==> src/rtl/idata_pkg.sv <==
package idata_pkg;

  localparam int DATA_W   = 8;
  localparam int ADDR_W   = 8;
  localparam int RAM_SIZE = 1 << ADDR_W;
  localparam int BANK_W   = 2;
  localparam int NUM_SFR  = 10;

  localparam logic [ADDR_W-1:0] SP_ADDR  = 8'h81;
  localparam logic [ADDR_W-1:0] PSW_ADDR = 8'hD0;
  localparam logic [DATA_W-1:0] SP_INIT  = 8'h07;
  localparam int                BANK_LSB = 3;
  localparam logic [ADDR_W-1:0] BITRAM_BASE = 8'h20;

  typedef enum logic [1:0] {
    MODE_REG = 2'd0,
    MODE_DIR = 2'd1,
    MODE_IND = 2'd2,
    MODE_BIT = 2'd3
  } accMode_e;

  // strobes from control to datapath
  typedef struct packed {
    logic              ramSel;
    logic              sfrSel;
    logic              usePtr;
    logic              ptrIdx;
    logic              isBit;
    logic              wr;
    logic [2:0]        bitIdx;
    logic [ADDR_W-1:0] immAddr;
    logic [DATA_W-1:0] wdata;
  } accCtl_t;

  function automatic logic [ADDR_W-1:0] sfrAddrOf(input int slot);
    case (slot)
      0: sfrAddrOf = 8'h80;
      1: sfrAddrOf = 8'h81;
      2: sfrAddrOf = 8'h82;
      3: sfrAddrOf = 8'h83;
      4: sfrAddrOf = 8'h88;
      5: sfrAddrOf = 8'hA8;
      6: sfrAddrOf = 8'hB8;
      7: sfrAddrOf = 8'hD0;
      8: sfrAddrOf = 8'hE0;
      default: sfrAddrOf = 8'hF0;
    endcase
  endfunction

  function automatic logic [DATA_W-1:0] sfrInitOf(input int slot);
    sfrInitOf = (sfrAddrOf(slot) == SP_ADDR) ? SP_INIT : '0;
  endfunction

endpackage

==> src/rtl/idata_ctrl.sv <==
module idata_ctrl
  import idata_pkg::*;
(
  input  logic                  clk,
  input  logic                  rstN,
  input  logic                  reqValid,
  input  logic [1:0]            reqMode,
  input  logic [ADDR_W-1:0]     reqAddr,
  input  logic                  reqWrite,
  input  logic [DATA_W-1:0]     reqWdata,
  input  logic [BANK_W-1:0]     bank,
  output accCtl_t               ctl,
  output logic                  rspValid
);

  localparam int IDX_W = 3;

  accMode_e modeE;
  assign modeE = accMode_e'(reqMode);

  always_comb begin
    ctl         = '0;
    ctl.wdata   = reqWdata;
    ctl.wr      = reqValid & reqWrite;
    ctl.bitIdx  = reqAddr[IDX_W-1:0];
    if (reqValid) begin
      unique case (modeE)
        MODE_REG: begin
          ctl.ramSel  = 1'b1;
          ctl.immAddr = {{(ADDR_W-BANK_W-IDX_W){1'b0}}, bank, reqAddr[IDX_W-1:0]};
        end
        MODE_DIR: begin
          ctl.ramSel  = ~reqAddr[ADDR_W-1];
          ctl.sfrSel  = reqAddr[ADDR_W-1];
          ctl.immAddr = reqAddr;
        end
        MODE_IND: begin
          ctl.ramSel  = 1'b1;
          ctl.usePtr  = 1'b1;
          ctl.ptrIdx  = reqAddr[0];
        end
        MODE_BIT: begin
          ctl.isBit = 1'b1;
          if (reqAddr[ADDR_W-1]) begin
            ctl.sfrSel  = 1'b1;
            ctl.immAddr = {reqAddr[ADDR_W-1:IDX_W], {IDX_W{1'b0}}};
          end else begin
            ctl.ramSel  = 1'b1;
            ctl.immAddr = BITRAM_BASE + {{(IDX_W+1){1'b0}}, reqAddr[ADDR_W-2:IDX_W]};
          end
        end
        default: ctl = '0;
      endcase
    end
  end

  always_ff @(posedge clk or negedge rstN) begin
    if (!rstN) rspValid <= 1'b0;
    else       rspValid <= reqValid;
  end

endmodule

==> src/rtl/idata_path.sv <==
module idata_path
  import idata_pkg::*;
(
  input  logic                  clk,
  input  logic                  rstN,
  input  accCtl_t               ctl,
  output logic [BANK_W-1:0]     bank,
  output logic [DATA_W-1:0]     rspData
);

  logic [DATA_W-1:0] ram [RAM_SIZE];
  logic [DATA_W-1:0] sfrQ [NUM_SFR];
  logic [NUM_SFR-1:0] sfrHit;
  logic [ADDR_W-1:0] ptrAddr, ptrVal, effAddr;
  logic [DATA_W-1:0] sfrByte, curByte, newByte, rdOut;
  logic [DATA_W-1:0] pswByte;

  // bank select from the status word slot
  always_comb begin
    pswByte = '0;
    for (int i = 0; i < NUM_SFR; i++)
      if (sfrAddrOf(i) == PSW_ADDR) pswByte = sfrQ[i];
  end
  assign bank = pswByte[BANK_LSB +: BANK_W];

  // pointer register R0/R1 of the current bank
  assign ptrAddr = {{(ADDR_W-BANK_W-3){1'b0}}, bank, 2'b00, ctl.ptrIdx};
  assign ptrVal  = ram[ptrAddr];
  assign effAddr = ctl.usePtr ? ptrVal : ctl.immAddr;

  always_comb begin
    sfrByte = '0;
    for (int i = 0; i < NUM_SFR; i++)
      if (sfrHit[i]) sfrByte = sfrQ[i];
  end

  always_comb begin
    if (ctl.ramSel)      curByte = ram[effAddr];
    else if (ctl.sfrSel) curByte = sfrByte;
    else                 curByte = '0;
  end

  always_comb begin
    newByte = ctl.wdata;
    if (ctl.isBit) begin
      newByte = curByte;
      newByte[ctl.bitIdx] = ctl.wdata[0];
    end
  end

  assign rdOut = ctl.isBit ? {{(DATA_W-1){1'b0}}, curByte[ctl.bitIdx]} : curByte;

  always_ff @(posedge clk or negedge rstN) begin
    if (!rstN) begin
      for (int i = 0; i < RAM_SIZE; i++) ram[i] <= '0;
    end else if (ctl.ramSel && ctl.wr) begin
      ram[effAddr] <= newByte;
    end
  end

  for (genvar g = 0; g < NUM_SFR; g++) begin : gSfr
    localparam logic [ADDR_W-1:0] SLOT_ADDR = sfrAddrOf(g);
    localparam logic [DATA_W-1:0] SLOT_INIT = sfrInitOf(g);
    assign sfrHit[g] = ctl.sfrSel && (effAddr == SLOT_ADDR);
    always_ff @(posedge clk or negedge rstN) begin
      if (!rstN)                    sfrQ[g] <= SLOT_INIT;
      else if (sfrHit[g] && ctl.wr) sfrQ[g] <= newByte;
    end
  end

  always_ff @(posedge clk or negedge rstN) begin
    if (!rstN)       rspData <= '0;
    else if (ctl.wr) rspData <= '0;
    else             rspData <= rdOut;
  end

endmodule

==> src/rtl/idata_store.sv <==
module idata_store
  import idata_pkg::*;
(
  input  logic              clk,
  input  logic              rstN,
  input  logic              reqValid,
  input  logic [1:0]        reqMode,
  input  logic [7:0]        reqAddr,
  input  logic              reqWrite,
  input  logic [7:0]        reqWdata,
  output logic              rspValid,
  output logic [7:0]        rspData
);

  accCtl_t           ctl;
  logic [BANK_W-1:0] bank;

  idata_ctrl u_ctrl (
    .clk      (clk),
    .rstN     (rstN),
    .reqValid (reqValid),
    .reqMode  (reqMode),
    .reqAddr  (reqAddr),
    .reqWrite (reqWrite),
    .reqWdata (reqWdata),
    .bank     (bank),
    .ctl      (ctl),
    .rspValid (rspValid)
  );

  idata_path u_path (
    .clk     (clk),
    .rstN    (rstN),
    .ctl     (ctl),
    .bank    (bank),
    .rspData (rspData)
  );

endmodule

==> config.mk <==
export PLATFORM = sky130hd
export DESIGN_NAME = idata_store
export DESIGN_NICKNAME = d
export VERILOG_FILES = /design/src/rtl/idata_pkg.sv /design/src/rtl/idata_ctrl.sv /design/src/rtl/idata_path.sv /design/src/rtl/idata_store.sv
export SDC_FILE = /design/constraint.sdc
export NUM_CORES = 2
export LEC_CHECK = 0
export BUFFER_PORTS_ARGS = -buffer_cell sky130_fd_sc_hd__buf_2
export CORE_MARGIN = 2
export CORE_UTILIZATION = 35
export DETAILED_ROUTE_END_ITERATION = 12
export SLEW_MARGIN = 15
export SYNTH_ARGS = -nofsm -noshare
export SYNTH_HDL_FRONTEND = slang
export SYNTH_SLANG_ARGS = --single-unit
==> constraint.sdc <==
create_clock -name clk -period 5.5 [get_ports clk]
set_input_delay 0.275 -clock clk [delete_from_list [all_inputs] [get_ports clk]]
set_output_delay 0.275 -clock clk [all_outputs]
set_load 0.05 [all_outputs]
# Word level (Yosys, flattened, before mapping)
# Index checks and enable logic that the tools add are counted.
# word_totals
output_inout_bits	9
inputBits	22
ff_bits	2137
word_cells	355
# classes
n_bitwise	4
muxes	39
eq_ne	13
add_sub_neg	1
order_cmp	5
n_reduce_logical	25
# op_table
operator	n
2048-bit bitwise mux	1
8-bit two-way mux	22
8-bit binary-select mux with 8-bit select	2
8-bit == test, second input constant	10
8-bit demux with 8-bit select	1
25-bit two-way mux	1
8-bit case mux with 3 select lines	1
1-bit logical AND	23
9-bit >= comparator, second input constant	2
9-bit by 1-bit < comparator with 1-bit output, second input constant	1
5-bit inverter with 9-bit output	1
8-bit inverter with 9-bit output	1
8-bit bitwise mux	1
6-bit by 4-bit adder with 7-bit output, first input constant	1
1-bit two-way mux	5
2-bit == test, second input constant	2
3-bit by 4-bit < comparator with 1-bit output, second input constant	1
1-bit binary-select mux with 3-bit select	1
1-bit demux with 3-bit select	1
3-bit by 1-bit >= comparator with 1-bit output, second input constant	1
1-bit case mux with 3 select lines	1
2-bit by 1-bit == test with 1-bit output, second input constant	1
2-bit logical NOT	1
2-bit two-way mux	1
other kinds (4)	4

# Depth between registers and ports, before layout
# depth
depth_word	27
ltp_mapped	25
ltp_nobuf	13

# Hierarchy
# Synthesis repeated with hierarchy kept, for this count alone.
# unflattened
cells_unflattened	10894
area_unflattened_um2	97888.9
# by_module_without_submodules
mod	seq_area_each_um2	cells_each	area_each_um2	instances
idata_path	53455.0	10849	97571.1	1
idata_ctrl	25.0	45	317.8	1

# Least setup slack after synthesis
# Ideal clock, no wire load.
# synth_path
path_kind	register -> register
start	register u_path.sfrQ, in the netlist u_path.pswByte[4]
end	register u_path.ram[1005] in the netlist's numbering
period_less_slack_ns	4.241
required_ns	5.367
n_path_buf	7
stages_incl_launch_ff	19
setup_slack_ns	1.259
t_arrival_ns	4.108
setup_time_ns	0.133
cell_sequence	dfrtp_1 clkbuf_1 or3_1 buf_2 o221ai_4 buf_6 buf_8 buf_2 mux4_2 a22oi_1 nand3_1 a41oi_1 a21oi_1 a21oi_1 a211oi_1 a21oi_2 buf_2 clkbuf_1 o21ai_0
# synth_via
elab_chain_cells	22
word_cells_on_any_way	51
classes_between	order compare: 2; eq/ne: 10; mux: 26; bitwise: 2; reduce/logical: 11
# synth_rtl
item	line_no	source
from (decl)	idata_path.sv:12	logic [DATA_W-1:0] sfrQ [NUM_SFR];
from (signal, indexed assignment)	idata_path.sv:67	else if (sfrHit[g] && ctl.wr) sfrQ[g] <= newByte;
5-bit inverter with 9-bit output (implied by the code)	idata_path.sv:28	assign ptrVal = ram[ptrAddr];
8-bit binary-select mux with 8-bit select	idata_path.sv:28	
8-bit two-way mux (implied by the code) (2 in series)	idata_path.sv:28	
8-bit two-way mux (*)	idata_path.sv:29	assign effAddr = ctl.usePtr ? ptrVal : ctl.immAddr;
8-bit == test	idata_path.sv:64	assign sfrHit[g] = ctl.sfrSel && (effAddr == SLOT_ADDR);
1-bit logical AND	idata_path.sv:64	
8-bit two-way mux (10 in series)	idata_path.sv:34	if (sfrHit[i]) sfrByte = sfrQ[i];
8-bit two-way mux	idata_path.sv:39	else if (ctl.sfrSel) curByte = sfrByte;
8-bit two-way mux	idata_path.sv:38	if (ctl.ramSel) curByte = ram[effAddr];
8-bit bitwise mux	idata_path.sv:47	newByte[ctl.bitIdx] = ctl.wdata[0];
8-bit two-way mux	idata_path.sv:45	if (ctl.isBit) begin
2048-bit bitwise mux (*)	idata_path.sv:57	ram[effAddr] <= newByte;
to (signal, indexed assignment)	idata_path.sv:57	
to (decl)	idata_path.sv:11	logic [DATA_W-1:0] ram [RAM_SIZE];
# Mark *: on every way between the ends. The rest lies on a longest branch, timed or not. The select of a mux whose other input is x is not followed.
# A chain may end at the register's enable or synchronous reset.

# Worst setup path in the final report
# layout_path
start	register u_path.sfrQ, in the netlist u_path.pswByte[3]
end	register u_path.ram[411] in the netlist's numbering
# layout_via
elab_chain_cells	22
word_cells_on_any_way	51
classes_between	order compare: 2; eq/ne: 10; mux: 26; bitwise: 2; reduce/logical: 11
# layout_rtl
item	line_no
5-bit inverter with 9-bit output (implied by the code)	idata_path.sv:28
8-bit binary-select mux with 8-bit select	idata_path.sv:28
8-bit two-way mux (implied by the code) (2 in series)	idata_path.sv:28
8-bit two-way mux	idata_path.sv:29
8-bit == test	idata_path.sv:64
1-bit logical AND	idata_path.sv:64
8-bit two-way mux (10 in series)	idata_path.sv:34
8-bit two-way mux	idata_path.sv:39
8-bit two-way mux	idata_path.sv:38
8-bit bitwise mux	idata_path.sv:47
8-bit two-way mux	idata_path.sv:45
2048-bit bitwise mux (*)	idata_path.sv:57
# Marks and branches as above.

==> out/qor.csv <==
metric;value;unit
ctsRootBufferMaster;clkbuf_16;
r2r-start;u_path.pswByte[3];
setup_viol;0;
r2r_cells;18;
max_slew_margin;0.2175;
via_count;75760;
fin_area;110700;sq um
vias_per_cell;5.540;
hold_slack;0.07163;ns
dpl_cell_area;102600;sq um
met2_usage;0.3493;
period_share;0.9838;
crit_path_start_kind;flip-flop;
die_area;280900;sq um
io-pin-count;31;
cts_inserted_buffers;221;
start_util;0.3511;
drc;0;
synth_cell_type_count;89;
hold_end;u_path.rspData[0];
cts_buffer_depth;3;
final_nets;9791;
fillers;26680;
critPathMaxFanout;33;
grt_busiest_layer;met2;
synth_fp_nets;9888;
crit_start;u_path.pswByte[3];
skew;0.1057;ns
drive_above_1_share;0.1474;
ant_nets;0;
grt_max_degree;196;
drv_slew;0;
antenna_found_initial;11;
dpl.hpwl;213100;um
min_path_type;in2reg;
crit_path_cell_trace;buf_12 > mux2i_2 > mux2i_1 > o221ai_4 > buf_12 > buf_12 > buf_4 > mux4_2 > a22oi_1 > nand3_1 > and3_1 > a211o_1 > a21oi_1 > o21ai_1 > a22oi_2 > buf_12 > buf_12 > o21ai_0;
cts_tree;yes;
end_kind;flip-flop;
max_cap_violations;0;
synthCells;9866;
fp.dieH;530;um
netlist.area_leader.share;0.5515;
crit_top_cell;buf_12;
core;275800;sq um
hold_viol;0;
critPathBufInv;6;
yosysWarnings;0;
die_x;530;um
portBuffers;30;
syn_to_final_growth;14.29;%
slowest_delay;0.55;ns
outcome;finished clean;
wl;323700;um
netlist_area;96840;sq um
grt_pass1_vias;73280;
synth.most_common_cell;nand2_1;
grt_usage;0.2285;
r2r-end;u_path.ram[411];
worst-endpoint-arrival;6.08;ns
grt_use_met1;0.3185;
ys_top_cells_by_count;nand2_1, dfrtp_1, o21ai_0, clkbuf_1, nand3_1;
async_flop_share;1.000;
synth_area_leader_cell;dfrtp_1;
synth-edff-count;0;
rsz0062_at_grt;yes;
path_delay_family;compound AO/OA/AOI/OAI gates;
power_density;321.9;nW/um^2
grt.met3_usage;0.04596;
leakagePower;47.39;nW
place_worst_setup_slack;0.03090;ns
syn_area_per_cell;9.815;sq um
holdPathStages;4;
hold_start;reqAddr[2];
setup_ws;0.08906;ns
cts.clk_slew.worst_paths;0.06;ns
crit_type;reg2reg;
grt_pass1_wl;487600;um
cp.required;6.17;ns
cts_num_sinks;2137;
fmax;184.8;MHz
period_needed;5.411;ns
ys_top_cells_by_area;dfrtp_1, nand2_1, o21ai_0;
drt-wirelength-per-cell;23.67;um
worst_slew_pin_slew;1.174;ns
h-tree-depth;4;
ir_worst_vdd;351.9;uV
overflow;0;
gp_congestion;0.9511;
rows;193;
seq_area_frac_synth;0.5523;
cp_slowest_cell;mux4_2;
first_iter_violations;8345;
clk_latency;0.91;ns
drt_pass1_iterations;7;
rrSetupSlack;0.09;ns
ys.flop_type;dfrtp_1;
ys_seq_elements;2137;
[cell type report]
| cell class | count | area (sq um) | share of cell area |
|---|---|---|---|
| clock inverter | 82 | 1200 | 0.01084 |
| inverter | 9 | 33.78 | 0.0003052 |
| multi-input combinational | 6886 | 39430 | 0.3563 |
| clock buffer | 336 | 6533 | 0.05902 |
| sequential | 2137 | 53480 | 0.4832 |
| timing repair buffer | 514 | 5345 | 0.04830 |
| antenna | 6 | 15.01 | 0.0001357 |
| tap | 3705 | 4636 | 0.04189 |
[through the flow]
step                      cells  setup TNS, ns    util  power [mW]
final                     13680              0  0.4013       35.63
after global routing      13670       -0.01791  0.4013       36.69
after CTS                 13660              0  0.4006       35.73
after detailed placement  13230              0  0.3722       20.04
after global placement    13230         -2.616  0.3722       19.97
after floorplan            9866              0       -       18.29
[power by group]
| part | internal, mW | switching, mW |
|---|---|---|
| clock | 9.09 | 6.69 |
| combinational | 1.07 | 2.48 |
| sequential | 16.1 | 0.221 |
| total | 26.2 | 9.39 |
[how the worst max path moves through the flow]
stage / slack, ns / endpoint / cells past startpoint
2_1_floorplan: 1.26 / u_path.ram[1005] / 18
3_3_place_gp: -0.06 / u_path.rspData[0] / 16
3_5_place_dp: 0.03 / u_path.ram[63] / 19
4_1_cts: 0.02 / u_path.ram[393] / 18
5_1_grt: -0.01 / u_path.ram[397] / 20
6_report: 0.09 / u_path.ram[411] / 18
[state kept, by name, summed over array words and instances (netlist names)]
name and flops:
u_path.ram 2048, u_path.sfrQ 72, u_path.pswByte 8, u_path.rspData 8, u_ctrl.rspValid 1
[cell usage in the layout, fill, tap and decap left out, types with 8 or more instances in the layout]
| cell | count |
|---|---|
| o22ai_1 | 12 |
| clkinv_16 | 10 |
| buf_4 | 356 |
| o21ai_1 | 40 |
| nor2_1 | 66 |
| bufinv_16 | 18 |
| clkinv_2 | 39 |
| and2_1 | 8 |
| a21oi_1 | 108 |
| dfrtp_1 | 2134 |
| clkbuf_1 | 58 |
| buf_2 | 29 |
| mux2i_1 | 267 |
| clkbuf_8 | 57 |
| buf_12 | 115 |
| nor3_1 | 26 |
| nand4_1 | 36 |
| a22oi_1 | 128 |
| a32oi_1 | 18 |
| mux4_2 | 276 |
| a311oi_1 | 44 |
| and3_1 | 46 |
| nand3_1 | 353 |
| o21ai_2 | 240 |
| nand2_1 | 3087 |
| a211oi_1 | 11 |
| a221oi_1 | 20 |
| o2111ai_1 | 8 |
| a31oi_1 | 44 |
| nor2_4 | 21 |
| inv_1 | 9 |
| clkbuf_16 | 223 |
| nor3_2 | 8 |
| o21ai_0 | 1869 |
[worst register-to-register path, cell delays in order (launching register included)]
cell,delay (ns)
dfrtp_1,0.39
buf_12,0.24
mux2i_2,0.35
mux2i_1,0.23
o221ai_4,0.33
buf_12,0.22
buf_12,0.28
buf_4,0.27
mux4_2,0.55
a22oi_1,0.32
nand3_1,0.24
and3_1,0.25
a211o_1,0.38
a21oi_1,0.22
o21ai_1,0.10
a22oi_2,0.23
buf_12,0.25
buf_12,0.23
o21ai_0,0.14
[layer usage]
layer / share of wire / up-vias
met3: 0.082 / 617
li1: - / 33880
met1: 0.42 / 38130
met2: 0.45 / 3118
met5: 0.00018 / -
met4: 0.040 / 8
[logic make-up after synthesis]
group | count (synthesis) | share of synthesized area
AOI/OAI and AO/OA | 2639 | 0.1583
muxes | 552 | 0.09287
DFF | 2137 | 0.5523
and+or+nand+nor | 3695 | 0.1522
buffers and inverters | 843 | 0.04437
[timing repair]
item,in CTS,in global routing
gates cloned,0,2
pin swaps,0,4
setup endpoints to repair,13,692
endpoints found under the hold margin,468,0
hold buffers,8,0
setup buffers,0,7
resized for setup,2,18
No activity file was read; power rests on OpenSTA's default activity.
